<file path="config.mk">
export PLATFORM = sky130hd
export DESIGN_NAME = pkt_order_tracker
export DESIGN_NICKNAME = d
export VERILOG_FILES = /design/src/rtl/ord_pkg.sv /design/src/rtl/ord_flow_ctr.sv /design/src/rtl/ord_in_port.sv /design/src/rtl/pkt_order_tracker.sv
export SDC_FILE = /design/constraint.sdc
export NUM_CORES = 1
export LEC_CHECK = 0
export ABC_AREA = 0
export BUFFER_PORTS_ARGS = -buffer_cell sky130_fd_sc_hd__buf_4
export CAP_MARGIN = 30
export CORE_MARGIN = 10
export CORE_UTILIZATION = 45
export CTS_CLUSTER_DIAMETER = 100
export DETAILED_ROUTE_END_ITERATION = 10
export GPL_TIMING_DRIVEN = 0
export PLACE_DENSITY_LB_ADDON = 0.08
export SYNTH_ARGS = -nofsm -noshare
export SYNTH_HDL_FRONTEND = slang
export SYNTH_HIERARCHICAL = 1
export SYNTH_SLANG_ARGS = --single-unit
</file>
<file path="constraint.sdc">
create_clock -name clk -period 3.95 [get_ports clk]
set_input_delay 0.395 -clock clk [delete_from_list [all_inputs] [get_ports clk]]
set_output_delay 0.395 -clock clk [all_outputs]
set_load 0.01 [all_outputs]
</file>
<file path="src/rtl/ord_pkg.sv">
package ord_pkg;
  // Which store holds the packet; the ordering logic treats all of them alike.
  typedef enum logic [1:0] {
    BUF_SIDE = 2'd0,
    BUF_MID  = 2'd1,
    BUF_MAIN = 2'd2,
    BUF_RSVD = 2'd3
  } buf_kind_e;

  function automatic int fld_w(input int n);
    return (n > 1) ? $clog2(n) : 1;
  endfunction
endpackage

</file>
<file path="src/rtl/ord_flow_ctr.sv">
module ord_flow_ctr #(
  parameter int TAG_W = 3,
  parameter int CAP   = 6
) (
  input  logic             clk,
  input  logic             rst,
  input  logic             arr_hit,
  input  logic             dep_hit,
  output logic [TAG_W-1:0] head,
  output logic [TAG_W-1:0] tail,
  output logic             full,
  output logic             empty
);
  localparam logic [TAG_W-1:0] CAP_V = TAG_W'(CAP);
  localparam logic [TAG_W-1:0] ONE   = TAG_W'(1);

  logic [TAG_W-1:0] head_q, tail_q, occ;

  assign occ   = head_q - tail_q;
  assign full  = (occ == CAP_V);
  assign empty = (occ == '0);
  assign head  = head_q;
  assign tail  = tail_q;

  always_ff @(posedge clk) begin
    if (rst) begin
      head_q <= '0;
      tail_q <= '0;
    end else begin
      if (arr_hit && !full)  head_q <= head_q + ONE;
      if (dep_hit && !empty) tail_q <= tail_q + ONE;
    end
  end

  AST_HEAD_STEP: assert property (@(posedge clk) disable iff (rst)
    (arr_hit && !full) |=> (head_q == $past(head_q) + ONE));
  AST_TAIL_STEP: assert property (@(posedge clk) disable iff (rst)
    (dep_hit && !empty) |=> (tail_q == $past(tail_q) + ONE));
  AST_OCC_CAP: assert property (@(posedge clk) disable iff (rst)
    (occ <= CAP_V));
  AST_IDLE_HOLD: assert property (@(posedge clk) disable iff (rst)
    (!arr_hit && !dep_hit) |=> ($stable(head_q) && $stable(tail_q)));
  AST_RST_CLEAR: assert property (@(posedge clk)
    $past(rst) |-> (head_q == '0 && tail_q == '0));
endmodule

</file>
<file path="src/rtl/ord_in_port.sv">
module ord_in_port
  import ord_pkg::*;
#(
  parameter  int NUM_OUT = 4,
  parameter  int NUM_VC  = 2,
  parameter  int TAG_W   = 3,
  parameter  int CAP     = 6,
  localparam int OW      = fld_w(NUM_OUT),
  localparam int VW      = fld_w(NUM_VC)
) (
  input  logic             clk,
  input  logic             rst,
  input  logic             arr_vld,
  input  logic [OW-1:0]    arr_out,
  input  logic [VW-1:0]    arr_vc,
  input  logic [1:0]       arr_buf,
  output logic             arr_acc_q,
  output logic             arr_rej_q,
  output logic [TAG_W-1:0] arr_tag_q,
  input  logic             dep_req,
  input  logic [OW-1:0]    dep_out,
  input  logic [VW-1:0]    dep_vc,
  input  logic [TAG_W-1:0] dep_tag,
  input  logic             dep_go,
  output logic             dep_ok
);
  localparam int NFL = NUM_OUT * NUM_VC;
  localparam int FW  = fld_w(NFL);

  logic [TAG_W-1:0] head_v [NFL];
  logic [TAG_W-1:0] tail_v [NFL];
  logic [NFL-1:0]   full_v, empty_v, arr_hit_v, dep_hit_v;
  logic [FW-1:0]    a_idx, d_idx;
  logic             a_full;

  assign a_idx  = FW'(arr_out) * FW'(NUM_VC) + FW'(arr_vc);
  assign d_idx  = FW'(dep_out) * FW'(NUM_VC) + FW'(dep_vc);
  assign a_full = full_v[a_idx];
  assign dep_ok = dep_req && !empty_v[d_idx] && (dep_tag == tail_v[d_idx]);

  for (genvar f = 0; f < NFL; f++) begin : g_flow
    assign arr_hit_v[f] = arr_vld && (a_idx == FW'(f));
    assign dep_hit_v[f] = dep_ok && dep_go && (d_idx == FW'(f));
    ord_flow_ctr #(.TAG_W(TAG_W), .CAP(CAP)) u_ctr (
      .clk     (clk),
      .rst     (rst),
      .arr_hit (arr_hit_v[f]),
      .dep_hit (dep_hit_v[f]),
      .head    (head_v[f]),
      .tail    (tail_v[f]),
      .full    (full_v[f]),
      .empty   (empty_v[f])
    );
  end

  always_ff @(posedge clk) begin
    if (rst) begin
      arr_acc_q <= 1'b0;
      arr_rej_q <= 1'b0;
      arr_tag_q <= '0;
    end else begin
      arr_acc_q <= arr_vld && !a_full;
      arr_rej_q <= arr_vld && a_full;
      arr_tag_q <= (arr_vld && !a_full) ? head_v[a_idx] : '0;
    end
  end

  AST_ONE_FLOW: assert property (@(posedge clk) disable iff (rst)
    $onehot0(arr_hit_v) && $onehot0(dep_hit_v));
  AST_ACC_XOR_REJ: assert property (@(posedge clk) disable iff (rst)
    !(arr_acc_q && arr_rej_q));
  AST_OK_NONEMPTY: assert property (@(posedge clk) disable iff (rst)
    dep_ok |-> (head_v[d_idx] != tail_v[d_idx]));
  AST_BUF_LEGAL: assert property (@(posedge clk) disable iff (rst)
    arr_vld |-> (arr_buf != BUF_RSVD));
endmodule

</file>
<file path="src/rtl/pkt_order_tracker.sv">
module pkt_order_tracker
  import ord_pkg::*;
#(
  parameter  int NUM_IN  = 4,
  parameter  int NUM_OUT = 4,
  parameter  int NUM_VC  = 2,
  parameter  int TAG_W   = 3,
  parameter  int CAP     = 6,
  localparam int OW      = fld_w(NUM_OUT),
  localparam int VW      = fld_w(NUM_VC)
) (
  input  logic                    clk,
  input  logic                    rst,
  input  logic [NUM_IN-1:0]       arr_vld,
  input  logic [NUM_IN*OW-1:0]    arr_out,
  input  logic [NUM_IN*VW-1:0]    arr_vc,
  input  logic [NUM_IN*2-1:0]     arr_buf,
  output logic [NUM_IN-1:0]       arr_acc_q,
  output logic [NUM_IN-1:0]       arr_rej_q,
  output logic [NUM_IN*TAG_W-1:0] arr_tag_q,
  input  logic [NUM_IN-1:0]       dep_req,
  input  logic [NUM_IN*OW-1:0]    dep_out,
  input  logic [NUM_IN*VW-1:0]    dep_vc,
  input  logic [NUM_IN*TAG_W-1:0] dep_tag,
  input  logic [NUM_IN-1:0]       dep_go,
  output logic [NUM_IN-1:0]       dep_ok
);
  // Each input port owns the flows keyed by its own index, so ports never share state.
  for (genvar p = 0; p < NUM_IN; p++) begin : g_port
    ord_in_port #(
      .NUM_OUT (NUM_OUT),
      .NUM_VC  (NUM_VC),
      .TAG_W   (TAG_W),
      .CAP     (CAP)
    ) u_port (
      .clk       (clk),
      .rst       (rst),
      .arr_vld   (arr_vld[p]),
      .arr_out   (arr_out[p*OW +: OW]),
      .arr_vc    (arr_vc[p*VW +: VW]),
      .arr_buf   (arr_buf[p*2 +: 2]),
      .arr_acc_q (arr_acc_q[p]),
      .arr_rej_q (arr_rej_q[p]),
      .arr_tag_q (arr_tag_q[p*TAG_W +: TAG_W]),
      .dep_req   (dep_req[p]),
      .dep_out   (dep_out[p*OW +: OW]),
      .dep_vc    (dep_vc[p*VW +: VW]),
      .dep_tag   (dep_tag[p*TAG_W +: TAG_W]),
      .dep_go    (dep_go[p]),
      .dep_ok    (dep_ok[p])
    );
  end
endmodule

</file>
==> flow_summary.html <==
<table>
<tr><th>Metric</th><th>Value</th></tr>
<tr><th colspan="2">Die</th></tr>
<tr><td>Initial core utilization</td><td>a little under half</td></tr>
<tr><td>I/O pin count</td><td>a little over 80</td></tr>
<tr><td>Standard-cell row count</td><td>between 60 and 70</td></tr>
<tr><td>Core box area</td><td>about 0.035 mm2</td></tr>
<tr><td>Overall die area</td><td>~0.043 mm2</td></tr>
<tr><td>Die height</td><td>slightly above 200 um</td></tr>
<tr><td>Floorplan die width</td><td>between 200 and 250 um</td></tr>
<tr><th colspan="2">STA</th></tr>
<tr><td>Final number of hold-violating endpoints</td><td>0</td></tr>
<tr><td>Crit path time final</td><td>3300 ps</td></tr>
<tr><td>Tcrit/Tclk final</td><td>83.5%</td></tr>
<tr><td>Upper clock frequency limit</td><td>roughly 300 MHz</td></tr>
<tr><td>Count of final setup violators</td><td>0</td></tr>
<tr><td>Setup TNS after final layout</td><td>0 ps</td></tr>
<tr><td>Unrepaired setup endpoints after global routing</td><td>false</td></tr>
<tr><td>Post-route clock skew</td><td>approximately 11 ps</td></tr>
<tr><td>Number of max-slew violations in the final report</td><td>0</td></tr>
<tr><td>Worst slew margin relative to its limit</td><td>~55%</td></tr>
<tr><td>Slew at the pin with the worst max-slew slack</td><td>a little under 700 ps</td></tr>
<tr><th colspan="2">Pwr</th></tr>
<tr><td>Sw power</td><td>around 1.3 mW</td></tr>
<tr><td>Combinational power share</td><td>9.1%</td></tr>
<tr><td>Clock network fraction of design power</td><td>48.5%</td></tr>
<tr><td>Switching power as a share of total power</td><td>about a quarter</td></tr>
<tr><td>Pwr dens</td><td>approximately 290 mW/mm2</td></tr>
<tr><td>Cell internal power dissipation</td><td>slightly below 4 mW</td></tr>
<tr><td>Peak supply drop</td><td>0.286 mV</td></tr>
<tr><td>Flop pwr share</td><td>a little over two fifths</td></tr>
<tr><td>Leak Pwr</td><td>roughly 7.3 nW</td></tr>
<tr><th colspan="2">Placed design</th></tr>
<tr><td>Routability cong.</td><td>between 0.8 and 0.9</td></tr>
<tr><td>Final HPWL DP</td><td>around 28000 um</td></tr>
<tr><td>Buffers on Ports</td><td>between 60 and 70</td></tr>
<tr><td>Total instance count after detailed placement</td><td>2260</td></tr>
<tr><th colspan="2">Synthesis</th></tr>
<tr><td>Synthesized-area fraction occupied by xor and xnor cells</td><td>10.8%</td></tr>
<tr><td>Post-synthesis cell type with the largest combined area</td><td>sky130_fd_sc_hd__dfxtp_1</td></tr>
<tr><td>Total standard cell area after synthesis</td><td>roughly 0.016 mm2</td></tr>
<tr><td>Synthesized net count</td><td>between 1500 and 2000</td></tr>
<tr><td>Complex-gate fraction of the synthesized area</td><td>between 8 and 9%</td></tr>
<tr><td>Yosys Warn Count</td><td>6</td></tr>
<tr><td>Async SR Flop Fraction</td><td>0%</td></tr>
<tr><td>Top cells by area, synth</td><td>sky130_fd_sc_hd__dfxtp_1 (27%), sky130_fd_sc_hd__ha_1 (10%), sky130_fd_sc_hd__mux2i_1 (9.1%)</td></tr>
<tr><td>Top cell type's share of synthesized area</td><td>26.8%</td></tr>
<tr><td>Top post-synthesis cells by count</td><td>sky130_fd_sc_hd__dfxtp_1 (212), sky130_fd_sc_hd__nor2_1 (200), sky130_fd_sc_hd__mux2i_1 (144)</td></tr>
<tr><td>Fraction of synthesized area in multiplexers</td><td>between 10% and 20%</td></tr>
<tr><td>Count of distinct cell types in the synthesized netlist</td><td>34</td></tr>
<tr><td>Syn_area_per_cell</td><td>about 9.1 um2</td></tr>
<tr><td>Arithmetic-cell share of the synthesized area counting full adders, half adders and majority gates</td><td>10.1%</td></tr>
<tr><td>Most frequently used cell type in the post-synthesis netlist</td><td>sky130_fd_sc_hd__dfxtp_1</td></tr>
<tr><td>Part of the Yosys area used for sequential elements</td><td>between 20 and 30%</td></tr>
<tr><td>Combinational family with the most area after synthesis</td><td>simple AND/OR/NAND/NOR gates</td></tr>
<tr><td>Most instantiated flip-flop cell in the synthesis netlist</td><td>sky130_fd_sc_hd__dfxtp_1</td></tr>
<tr><td>Simple-Gate Fraction of Synth Area</td><td>21.1%</td></tr>
<tr><td>Synth Instances</td><td>1740</td></tr>
<tr><td>Synth Register Bits</td><td>212</td></tr>
<tr><td>Number of enable flip-flop cells after synthesis</td><td>0</td></tr>
<tr><th colspan="2">Clocking</th></tr>
<tr><td>Clock tree from TritonCTS</td><td>built</td></tr>
<tr><td>Gates resized, CTS repair</td><td>0</td></tr>
<tr><td>Root buf cell</td><td>sky130_fd_sc_hd__clkbuf_16</td></tr>
<tr><td>Number of setup buffers added after CTS</td><td>0</td></tr>
<tr><td>H-tree level count</td><td>1</td></tr>
<tr><td>Sink Count</td><td>212</td></tr>
<tr><td>TritonCTS Buffers</td><td>27</td></tr>
<tr><td>Maximum buffer depth of the clock tree</td><td>3</td></tr>
<tr><td>Reg clk slew, reported paths</td><td>roughly 60 ps</td></tr>
<tr><td>Worst skew pair latency</td><td>550 ps</td></tr>
<tr><td>Post-CTS Hold Buffers</td><td>0</td></tr>
<tr><th colspan="2">Setup path</th></tr>
<tr><td>Largest fanout of any net on the critical path</td><td>9</td></tr>
<tr><td>Sort of element at the end of the critical path</td><td>flip-flop</td></tr>
<tr><td>Start-to-end type of the worst setup path</td><td>reg2reg</td></tr>
<tr><td>Arrival time at the worst endpoint</td><td>3730 ps</td></tr>
<tr><td>Worst endpoint required time</td><td>between 4000 and 5000 ps</td></tr>
<tr><td>Launching element type of the critical path</td><td>flip-flop</td></tr>
<tr><th colspan="2">Cells and area</th></tr>
<tr><td>Multi-input gate area</td><td>around 0.011 mm2</td></tr>
<tr><td>Flip-flop and latch area</td><td>~0.0042 mm2</td></tr>
<tr><td>Relative area change from synthesis to final layout</td><td>12.3%</td></tr>
<tr><td>Filler Cells Inserted</td><td>about 3300</td></tr>
<tr><td>Layout cell share with drive strength beyond 1</td><td>between 15 and 20%</td></tr>
<tr><td>Total inserted antenna cells</td><td>0</td></tr>
<tr><td>Non-filler instance count after layout</td><td>2308</td></tr>
<tr><td>Total number of nets in the final design</td><td>about 2000</td></tr>
<tr><th colspan="2">Drt</th></tr>
<tr><td>Final antenna-violating net count</td><td>0</td></tr>
<tr><td>Vias</td><td>about 12000</td></tr>
<tr><td>Wirelength, routed</td><td>36700 um</td></tr>
<tr><td>Remaining DRCs</td><td>0</td></tr>
<tr><td>Via density per instance</td><td>5.31</td></tr>
<tr><td>Average routed wire per standard cell</td><td>roughly 16 um</td></tr>
<tr><td>DRT Pass-1 Iters</td><td>5</td></tr>
<tr><td>First-iteration detailed-routing DRC count</td><td>approximately 600</td></tr>
<tr><th colspan="2">Global route</th></tr>
<tr><td>Number of antenna violations at the first check in global routing</td><td>1</td></tr>
<tr><td>Global-route wire length before repair</td><td>around 60000 um</td></tr>
<tr><td>Maximum number of pins on one net before global-route repair</td><td>approximately 40</td></tr>
<tr><td>Global-route usage over all layers</td><td>between 10% and 20%</td></tr>
<tr><td>Via count of the first global-routing pass</td><td>~12000</td></tr>
<tr><td>Overflow after GRT</td><td>0</td></tr>
<tr><th colspan="2">Job</th></tr>
<tr><td># Max-Cap Violations</td><td>0</td></tr>
<tr><th colspan="2">Outcome</th></tr>
<tr><td>Run status</td><td>completed</td></tr>
<tr><th colspan="2">Worst hold path</th></tr>
<tr><td>Worst min-delay path class</td><td>in2reg</td></tr>
</table>
[final cells by class]
type                       count  share of cell area (%)
timing repair buffer          65                    2.74
buffer                        64                    1.58
sequential                   212                    23.9
clock buffer                  37                    4.23
inverter                     132                    2.78
multi-input combinational   1332                    60.9
clock inverter                11                   0.745
tap                          455                    3.20
[kinds of logic (layout without fill, tap and decap cells)]
group	after synthesis	after routing
AO/OA/AOI/OAI	200	200
XOR/XNOR	132	132
adder cells (fa/ha/maj)	128	128
buffers and inverters	196	309
flip-flops	212	212
multiplexers	240	240
AND/OR/NAND/NOR	632	632
[flip-flops by register name, summed over array words and instances, names as in the netlist]
signal and count:
g_port.u_port/g_flow.u_ctr/tail 96, g_port.u_port/arr_rej_q 4, g_port.u_port/arr_acc_q 4, g_port.u_port/g_flow.u_ctr/head 96
g_port.u_port/arr_tag_q 12
[power by group through the flow]
stage / logic [mW] / registers, mW / clock network (mW)
detailed placement: 0.467 / 2.22 / 0
CTS: 0.469 / 2.17 / 2.58
global placement: 0.459 / 2.22 / 0
finish: 0.468 / 2.17 / 2.48
global route: 0.518 / 2.17 / 2.65
floorplan: 0.323 / 2.21 / 0
[critical path, cell delays in order, from the launching register on]
cell                       delay (ps)
sky130_fd_sc_hd__dfxtp_1          370
sky130_fd_sc_hd__inv_1             90
sky130_fd_sc_hd__ha_1             190
sky130_fd_sc_hd__nor2b_1          130
sky130_fd_sc_hd__xnor2_1          140
sky130_fd_sc_hd__and3_1           210
sky130_fd_sc_hd__mux2i_1          190
sky130_fd_sc_hd__a22oi_1          120
sky130_fd_sc_hd__and3_1           170
sky130_fd_sc_hd__clkbuf_1         220
sky130_fd_sc_hd__nor4_1           630
sky130_fd_sc_hd__inv_1            100
sky130_fd_sc_hd__a31oi_1          280
sky130_fd_sc_hd__mux2_2           370
[placed cells by master (no fill, tap or decap), types with 64 or more instances in the layout]
master and count:
sky130_fd_sc_hd__xnor2_1 64, sky130_fd_sc_hd__nor2b_1 108, sky130_fd_sc_hd__inv_1 132, sky130_fd_sc_hd__mux2_2 64, sky130_fd_sc_hd__ha_1 128, sky130_fd_sc_hd__nor2_1 200, sky130_fd_sc_hd__buf_4 65, sky130_fd_sc_hd__dfxtp_1 212
sky130_fd_sc_hd__nand2b_1 108, sky130_fd_sc_hd__a31oi_1 64, sky130_fd_sc_hd__mux2i_1 144
[per-stage QoR]
stage | worst slack, ps | util (%) | hold WS [ps] | total power, mW | area, um2
final | 653 | 51.4 | 159 | 5.13 | 17800
after global routing | 382 | 51.4 | 146 | 5.35 | 17800
after CTS | 600 | 51.4 | 124 | 5.23 | 17800
after detailed placement | 618 | 48.8 | 509 | 2.69 | 16900
after global placement | 700 | 48.8 | 500 | 2.68 | 16900
after floorplan | 1370 | - | 471 | 2.54 | 15900
[layer usage]
| layer | global-route usage (%) | routed length [um] | vias up |
|---|---|---|---|
| met2 | 27.5 | 16900 | 182 |
| met5 | 0 | 9 | - |
| met4 | 4.11 | 647 | 2 |
| li1 | - | - | 6303 |
| met3 | 2.47 | 1500 | 41 |
| met1 | 22.0 | 17600 | 5719 |
[final timing paths]
kind                                                                            start                                                    end  slack (ps)  depth (start not counted)
worst max-delay path            g_port[3].u_port/g_flow[2].u_ctr/head[0]$_SDFFE_PP0P_  g_port[3].u_port/g_flow[5].u_ctr/tail[0]$_SDFFE_PP0P_         650                         13
worst min-delay path                                                       arr_vld[1]                  g_port[1].u_port/arr_rej_q$_SDFF_PP0_         160                          2
worst max register to register  g_port[3].u_port/g_flow[2].u_ctr/head[0]$_SDFFE_PP0P_  g_port[3].u_port/g_flow[5].u_ctr/tail[0]$_SDFFE_PP0P_         650                         13
worst min register to register  g_port[1].u_port/g_flow[4].u_ctr/tail[1]$_SDFFE_PP0P_  g_port[1].u_port/g_flow[4].u_ctr/tail[1]$_SDFFE_PP0P_         510                          2
No activity file was read; power rests on OpenSTA's default activity.
